**src/rtl/lkv_pkg.sv**
```systemverilog
package lkv_pkg;

    // Which lockdown register a coprocessor access addresses
    typedef enum logic [1:0] {
        TGT_DATA  = 2'd0,
        TGT_INSTR = 2'd1,
        TGT_NONE  = 2'd2
    } lkv_target_e;

    // Decoded register access
    typedef struct packed {
        logic        wr;
        logic        rd;
        lkv_target_e tgt;
    } lkv_access_t;

    // Miss request as seen by one replacement unit
    typedef struct packed {
        logic req;
        logic loadlock;
    } lkv_miss_t;

    localparam int unsigned LKV_DATA_IDX  = 0;
    localparam int unsigned LKV_INSTR_IDX = 1;
    localparam int unsigned LKV_NUM_CACHE = 2;

    // Decode the secondary field and second opcode into a target
    function automatic lkv_target_e lkv_decode(input logic [2:0] opc2,
                                               input logic [3:0] crm);
        lkv_target_e t;
        t = TGT_NONE;
        if (crm == 4'd0) begin
            if (opc2 == 3'd0)
                t = TGT_DATA;
            else if (opc2 == 3'd1)
                t = TGT_INSTR;
        end
        return t;
    endfunction

    // Clamp a raw index field to the highest way
    function automatic int unsigned lkv_clamp(input int unsigned raw,
                                              input int unsigned nways);
        int unsigned r;
        if (raw >= nways)
            r = nways - 1;
        else
            r = raw;
        return r;
    endfunction

endpackage

```
**src/rtl/lkv_lock_regs.sv**
```systemverilog
module lkv_lock_regs
    import lkv_pkg::*;
#(
    parameter int unsigned NUM_WAYS = 4,
    parameter int unsigned FIELD_W  = 8,
    parameter int unsigned WAY_W    = (NUM_WAYS > 1) ? $clog2(NUM_WAYS) : 1
) (
    input  logic                                 clk,
    input  logic                                 rst,
    input  logic                                 cp_wr,
    input  logic                                 cp_rd,
    input  logic [2:0]                           cp_opc2,
    input  logic [3:0]                           cp_crm,
    input  logic [31:0]                          cp_wdata,
    output logic [31:0]                          cp_rdata,
    output logic [LKV_NUM_CACHE-1:0][WAY_W-1:0]  idx_o
);

    localparam int unsigned PAD_W = 32 - WAY_W;

    lkv_access_t                          acc;
    logic [LKV_NUM_CACHE-1:0][WAY_W-1:0]  idx_q;
    logic [WAY_W-1:0]                     wr_val;
    logic [31:0]                          rd_next;
    logic [31:0]                          rdata_q;
    logic [FIELD_W-1:0]                   raw_field;

    always_comb begin
        acc.wr  = cp_wr;
        acc.rd  = cp_rd;
        acc.tgt = lkv_decode(cp_opc2, cp_crm);
    end

    // Clamp the written field so at least one way stays replaceable
    assign raw_field = cp_wdata[FIELD_W-1:0];
    always_comb begin
        wr_val = WAY_W'(lkv_clamp(int'(raw_field), NUM_WAYS));
    end

    always_ff @(posedge clk) begin
        if (rst) begin
            idx_q <= '0;
        end else if (acc.wr) begin
            case (acc.tgt)
                TGT_DATA:  idx_q[LKV_DATA_IDX]  <= wr_val;
                TGT_INSTR: idx_q[LKV_INSTR_IDX] <= wr_val;
                default:   idx_q <= idx_q;
            endcase
        end
    end

    always_comb begin
        case (acc.tgt)
            TGT_DATA:  rd_next = {{PAD_W{1'b0}}, idx_q[LKV_DATA_IDX]};
            TGT_INSTR: rd_next = {{PAD_W{1'b0}}, idx_q[LKV_INSTR_IDX]};
            default:   rd_next = '0;
        endcase
    end

    always_ff @(posedge clk) begin
        if (rst)
            rdata_q <= '0;
        else if (acc.rd)
            rdata_q <= rd_next;
    end

    assign cp_rdata = rdata_q;
    assign idx_o    = idx_q;

    // Writes to an address other than the two lock registers leave both untouched
    assert_ignored_write_R4: assert property (@(posedge clk) disable iff (rst)
        (cp_wr && (cp_crm != 4'd0 || cp_opc2 > 3'd1)) |=> $stable(idx_q));

    // A stored index never points past the highest way
    assert_index_clamped_R5: assert property (@(posedge clk) disable iff (rst)
        (32'(idx_q[LKV_DATA_IDX]) < NUM_WAYS) && (32'(idx_q[LKV_INSTR_IDX]) < NUM_WAYS));

    // Reads of an unknown address return zero
    assert_bad_read_zero_R3: assert property (@(posedge clk) disable iff (rst)
        (cp_rd && cp_crm != 4'd0) |=> (cp_rdata == 32'd0));

endmodule

```
**src/rtl/lkv_rr_unit.sv**
```systemverilog
module lkv_rr_unit
    import lkv_pkg::*;
#(
    parameter int unsigned NUM_WAYS = 4,
    parameter int unsigned WAY_W    = (NUM_WAYS > 1) ? $clog2(NUM_WAYS) : 1
) (
    input  logic             clk,
    input  logic             rst,
    input  lkv_miss_t        miss,
    input  logic [WAY_W-1:0] idx,
    output logic [WAY_W-1:0] victim
);

    localparam logic [WAY_W-1:0] LAST_WAY = WAY_W'(NUM_WAYS - 1);

    logic [WAY_W-1:0] ptr_q;
    logic [WAY_W-1:0] ptr_lifted;
    logic [WAY_W-1:0] ptr_next;

    // A pointer left in the locked region is lifted to the first free way
    assign ptr_lifted = (ptr_q < idx) ? idx : ptr_q;

    always_comb begin
        if (miss.loadlock)
            victim = idx;
        else
            victim = ptr_lifted;
    end

    always_comb begin
        if (ptr_lifted == LAST_WAY)
            ptr_next = idx;
        else
            ptr_next = ptr_lifted + WAY_W'(1);
    end

    always_ff @(posedge clk) begin
        if (rst)
            ptr_q <= '0;
        else if (miss.req && !miss.loadlock)
            ptr_q <= ptr_next;
    end

    // Lock loading does not disturb the rotation
    assert_loadlock_keeps_ptr_R9: assert property (@(posedge clk) disable iff (rst)
        (miss.req && miss.loadlock) |=> $stable(ptr_q));

    // The pointer stays inside the way range
    assert_ptr_in_range_R8: assert property (@(posedge clk) disable iff (rst)
        32'(ptr_q) < NUM_WAYS);

    // Without a miss the pointer holds
    assert_ptr_idle_R8: assert property (@(posedge clk) disable iff (rst)
        !miss.req |=> $stable(ptr_q));

endmodule

```
**src/rtl/lkv_victim_sel.sv**
```systemverilog
module lkv_victim_sel
    import lkv_pkg::*;
#(
    parameter int unsigned NUM_WAYS = 4,
    parameter int unsigned FIELD_W  = 8,
    parameter int unsigned WAY_W    = (NUM_WAYS > 1) ? $clog2(NUM_WAYS) : 1
) (
    input  logic             clk,
    input  logic             rst,
    input  logic             cp_wr,
    input  logic             cp_rd,
    input  logic [2:0]       cp_opc2,
    input  logic [3:0]       cp_crm,
    input  logic [31:0]      cp_wdata,
    output logic [31:0]      cp_rdata,
    input  logic             miss_req,
    input  logic             miss_icache,
    input  logic             miss_loadlock,
    output logic             victim_valid,
    output logic [WAY_W-1:0] victim_way
);

    logic [LKV_NUM_CACHE-1:0][WAY_W-1:0] idx;
    logic [LKV_NUM_CACHE-1:0][WAY_W-1:0] cand;
    logic [WAY_W-1:0]                    sel_idx;
    logic                                valid_q;
    logic [WAY_W-1:0]                    way_q;

    lkv_lock_regs #(
        .NUM_WAYS (NUM_WAYS),
        .FIELD_W  (FIELD_W),
        .WAY_W    (WAY_W)
    ) u_regs (
        .clk      (clk),
        .rst      (rst),
        .cp_wr    (cp_wr),
        .cp_rd    (cp_rd),
        .cp_opc2  (cp_opc2),
        .cp_crm   (cp_crm),
        .cp_wdata (cp_wdata),
        .cp_rdata (cp_rdata),
        .idx_o    (idx)
    );

    // One replacement unit per cache, each with its own pointer
    for (genvar g = 0; g < LKV_NUM_CACHE; g++) begin : g_rr
        lkv_miss_t m;
        logic      mine;
        assign mine       = (g == LKV_INSTR_IDX) ? miss_icache : !miss_icache;
        assign m.req      = miss_req && mine;
        assign m.loadlock = miss_loadlock;

        lkv_rr_unit #(
            .NUM_WAYS (NUM_WAYS),
            .WAY_W    (WAY_W)
        ) u_rr (
            .clk    (clk),
            .rst    (rst),
            .miss   (m),
            .idx    (idx[g]),
            .victim (cand[g])
        );
    end

    assign sel_idx = miss_icache ? idx[LKV_INSTR_IDX] : idx[LKV_DATA_IDX];

    always_ff @(posedge clk) begin
        if (rst) begin
            valid_q <= 1'b0;
            way_q   <= '0;
        end else begin
            valid_q <= miss_req;
            if (miss_req)
                way_q <= miss_icache ? cand[LKV_INSTR_IDX] : cand[LKV_DATA_IDX];
        end
    end

    assign victim_valid = valid_q;
    assign victim_way   = way_q;

    // Every miss yields a victim one cycle later
    assert_miss_answered_R6: assert property (@(posedge clk) disable iff (rst)
        miss_req |=> victim_valid);

    assert_no_spurious_R6: assert property (@(posedge clk) disable iff (rst)
        !miss_req |=> !victim_valid);

    // Normal replacement never lands in a locked way
    assert_victim_unlocked_R7: assert property (@(posedge clk) disable iff (rst)
        (miss_req && !miss_loadlock) |=> (victim_way >= $past(sel_idx)));

    // Lock loading fills exactly the indexed way
    assert_loadlock_exact_R9: assert property (@(posedge clk) disable iff (rst)
        (miss_req && miss_loadlock) |=> (victim_way == $past(sel_idx)));

endmodule

```
**config.mk**
```make
export PLATFORM = sky130hd
export DESIGN_NAME = lkv_victim_sel
export DESIGN_NICKNAME = d
export VERILOG_FILES = /design/src/rtl/lkv_pkg.sv /design/src/rtl/lkv_lock_regs.sv /design/src/rtl/lkv_rr_unit.sv /design/src/rtl/lkv_victim_sel.sv
export SDC_FILE = /design/constraint.sdc
export NUM_CORES = 1
export LEC_CHECK = 0
export BUFFER_PORTS_ARGS = -buffer_cell sky130_fd_sc_hd__buf_2
export CORE_MARGIN = 1.5
export CORE_UTILIZATION = 40
export CTS_BUF_LIST = sky130_fd_sc_hd__clkbuf_4
export CTS_CLUSTER_DIAMETER = 120
export DETAILED_ROUTE_END_ITERATION = 16
export MAX_ROUTING_LAYER = met4
export PLACE_DENSITY = 0.82
export SYNTH_ARGS = -nofsm -noshare
export SYNTH_HDL_FRONTEND = slang
export SYNTH_SLANG_ARGS = --single-unit
```
**constraint.sdc**
```tcl
create_clock -name clk -period 1.9 [get_ports clk]
set_input_delay 0.38 -clock clk [delete_from_list [all_inputs] [get_ports clk]]
set_output_delay 0.38 -clock clk [all_outputs]
set_load 0.005 [all_outputs]
```
==> run metrics <==
DRC viols 0; # rows 17; # IOs 81; Top delay family on crit path compound AO/OA/AOI/OAI gates; Synth Cell Area 1000 um2; cts hold-fix bufs 0; synthesized flop and latch total 13; Starting DRT DRC Count 18; Post-DP HPWL 1500 um; Clock H-tree levels 1; number of synthesized flops with an enable pin 0; top post-synthesis cells by area dfxtp_1, buf_4, ha_1; Synth top area share 26.0%; Sink Count 13; Int Pwr 0.000425 W; type of origin of the critical path flip-flop; Final nets 204; register area 262 um2; critical path class flip-flop to flip-flop; Pleak 0.483 nW; CTS Buffer Depth 2; total die area 2810 um2; largest net degree at the start of global routing 14; Yosys warning total 0; Remaining Overflow, GRT 0; Flop pwr share 49.3%; Tcrit/Tclk final 91.3%; root buf cell clkbuf_4; vias in the first global route 723; share of cells above drive strength 1 30.5%; antenna viol nets, final 0; ys async rst share 0%; top_reg_cell synth dfxtp_1; Final Critical Period 1.73 ns; Final Setup Violations 0; power per cell area 521 nW/um2; CTS tree yes; clock skew 0.00358 ns; synthesized area per cell 8.13 um2; Crit. End Element flip-flop; wire length per cell 10.6 um; fin cells 179; commonest cells in the synthesized netlist buf_4, dfxtp_1, nor2_1, inv_1, a211oi_1; Clk network pwr share 32.1%; sequential share of the synthesized area 26.0%; Max-Cap Viols 0; routed vias/inst 4.79; Vias 858; Switch Pwr 0.000159 W; cell with the most instances after synthesis buf_4; RSZ-0062 raised after global routing false; TNS Setup 0 ns; setup repair bufs after CTS 0; slowest CP cell dfxtp_1; final WL 1890 um; Core Area 2280 um2; Fin Hold WS 0.355 ns; peak supply drop 273 uV; max-slew violation count 0; Area Growth Syn to Fin 11.9%; die extent in y 53.0 um; class of the worst hold path input pin to flip-flop; Synth area leader dfxtp_1; cts bufs inserted 3; insertion delay to the later sink of the worst-skew pair 0.28 ns; most used cell, CP ha_2; antenna cells 0; Max stage delay on crit path 0.37 ns; Mapped Cells 123; CP cell instances inv_2 -> ha_2 -> nand2b_4 -> nand2_1 -> o21ai_0 -> ha_2 -> a221oi_2 -> a21oi_1 -> a211oi_1; CP arrival 1.93 ns; GP Congestion 0.812; DRT Pass-1 Iters 4; status completed; clock-pin slew of the registers on the worst-case setup and hold paths 0.08 ns; Die Wd 53.0 um; Logic pwr share 18.6%; switch share 27.2%; Buf/Inv on CP 1; initial antenna violation count 0; initial core utilization 43.9%; first-pass GRT wire length 2860 um; Crit path required time 2.10 ns; maximum fanout along the worst path 4; Max Fclk 576 MHz; Synth cell types 29; IO Port Bufs 26; fillers 240; cell total after placement 175; Tot GR Track Use 14.1%; Final Hold Vio Count 0; multi-input logic area 621 um2
==> power by group through the flow <==
stage | registers (W) | clock network (W) | logic, W
global placement | 0.000292 | 0 | 0.0000933
detailed placement | 0.000293 | 0 | 0.0000987
finish | 0.000287 | 0.000187 | 0.000109
CTS | 0.000287 | 0.000190 | 0.000100
floorplan | 0.000292 | 0 | 0.000103
global route | 0.000289 | 0.000198 | 0.000123
==> per-layer routing <==
| layer | part of all wire [%] | vias up | track usage (%) |
|---|---|---|---|
| met5 | 0 | - | - |
| met4 | 1.2 | 0 | 6.41 |
| met3 | 9.5 | 5 | 1.69 |
| met2 | 49 | 50 | 24.4 |
| met1 | 40 | 384 | 16.2 |
| li1 | - | 419 | - |
==> worst reg2reg max path, delay by kind of cell (launching register included) <==
| kind | cells | cell delay (ns) |
|---|---|---|
| adders and majority gates | 2 | 0.42 |
| DFF | 1 | 0.37 |
| and+or+nand+nor | 2 | 0.22 |
| AOI/OAI and AO/OA | 4 | 0.57 |
| buffers and inverters | 1 | 0.08 |
==> registers in the layout, summed over array words and instances, names as in the netlist <==
register and flops:
g_rr.u_rr.ptr_q 4, u_regs.cp_rdata 2, u_regs.idx_o 4, victim_valid 1, victim_way 2
==> layout by cell type (no fill, tap or decap), types with 2 or more instances in the layout <==
cell type	synthesis	final
inv_2	1	3
a32oi_1	2	2
inv_1	10	8
dfxtp_1	13	12
o21ai_0	4	4
nand2b_1	6	5
conb_1	1	30
nor3_1	2	2
a21oi_1	4	4
a221oi_2	0	2
a211oi_1	9	9
nand3_1	2	2
nand2_1	6	6
clkbuf_4	0	4
buf_2	0	26
ha_2	0	4
nor2_1	11	11
mux2i_1	2	2
==> worst paths after layout <==
kind,start,to,slack (ns),depth (start not counted)
max,u_regs.idx_o[3],g_rr[1].u_rr.ptr_q[0],0.17,9
min,miss_req,victim_way[1],0.36,2
max reg2reg,u_regs.idx_o[3],g_rr[1].u_rr.ptr_q[0],0.17,9
min reg2reg,u_regs.cp_rdata[1],u_regs.cp_rdata[1],0.47,2
==> final cells by class <==
class                           instances  area share (%)
Clock buffer                            4            2.68
Inverter                               11            3.69
Timing Repair Buffer                   26            11.6
Tap cell                               28            3.13
Multi-Input combinational cell         97            55.5
Sequential cell                        13            23.4
==> metrics by stage <==
step                power, W  setup slack [ns]  cell area, um2  util [%]
floorplan           0.000395             0.231            1110         -
global placement    0.000385             0.142            1040      45.9
detailed placement  0.000391            0.0259            1040      45.9
CTS                 0.000576            0.0286            1080      47.5
global route        0.000609            0.0181            1120      49.1
finish              0.000583             0.165            1120      49.1
==> repair_timing <==
item / 4_1_cts / 5_1_grt
gates cloned: 0 / 0
pin swaps: 0 / 1
setup endpoints to repair: 1 / 3
gates resized for setup: 1 / 10
==> kinds of logic (layout without fill, tap and decap cells) <==
| group | after synthesis | after routing | synth area share [%] |
|---|---|---|---|
| buf+inv | 42 | 41 | 27.0 |
| simple gates | 35 | 35 | 18.2 |
| compound gates | 22 | 22 | 15.5 |
| flops | 13 | 13 | 26.0 |
| fa+ha+maj | 6 | 6 | 7.51 |
| mux | 4 | 4 | 5.38 |
| other cells | 1 | 30 | 0.375 |
Power figures use the tool's default switching activity.
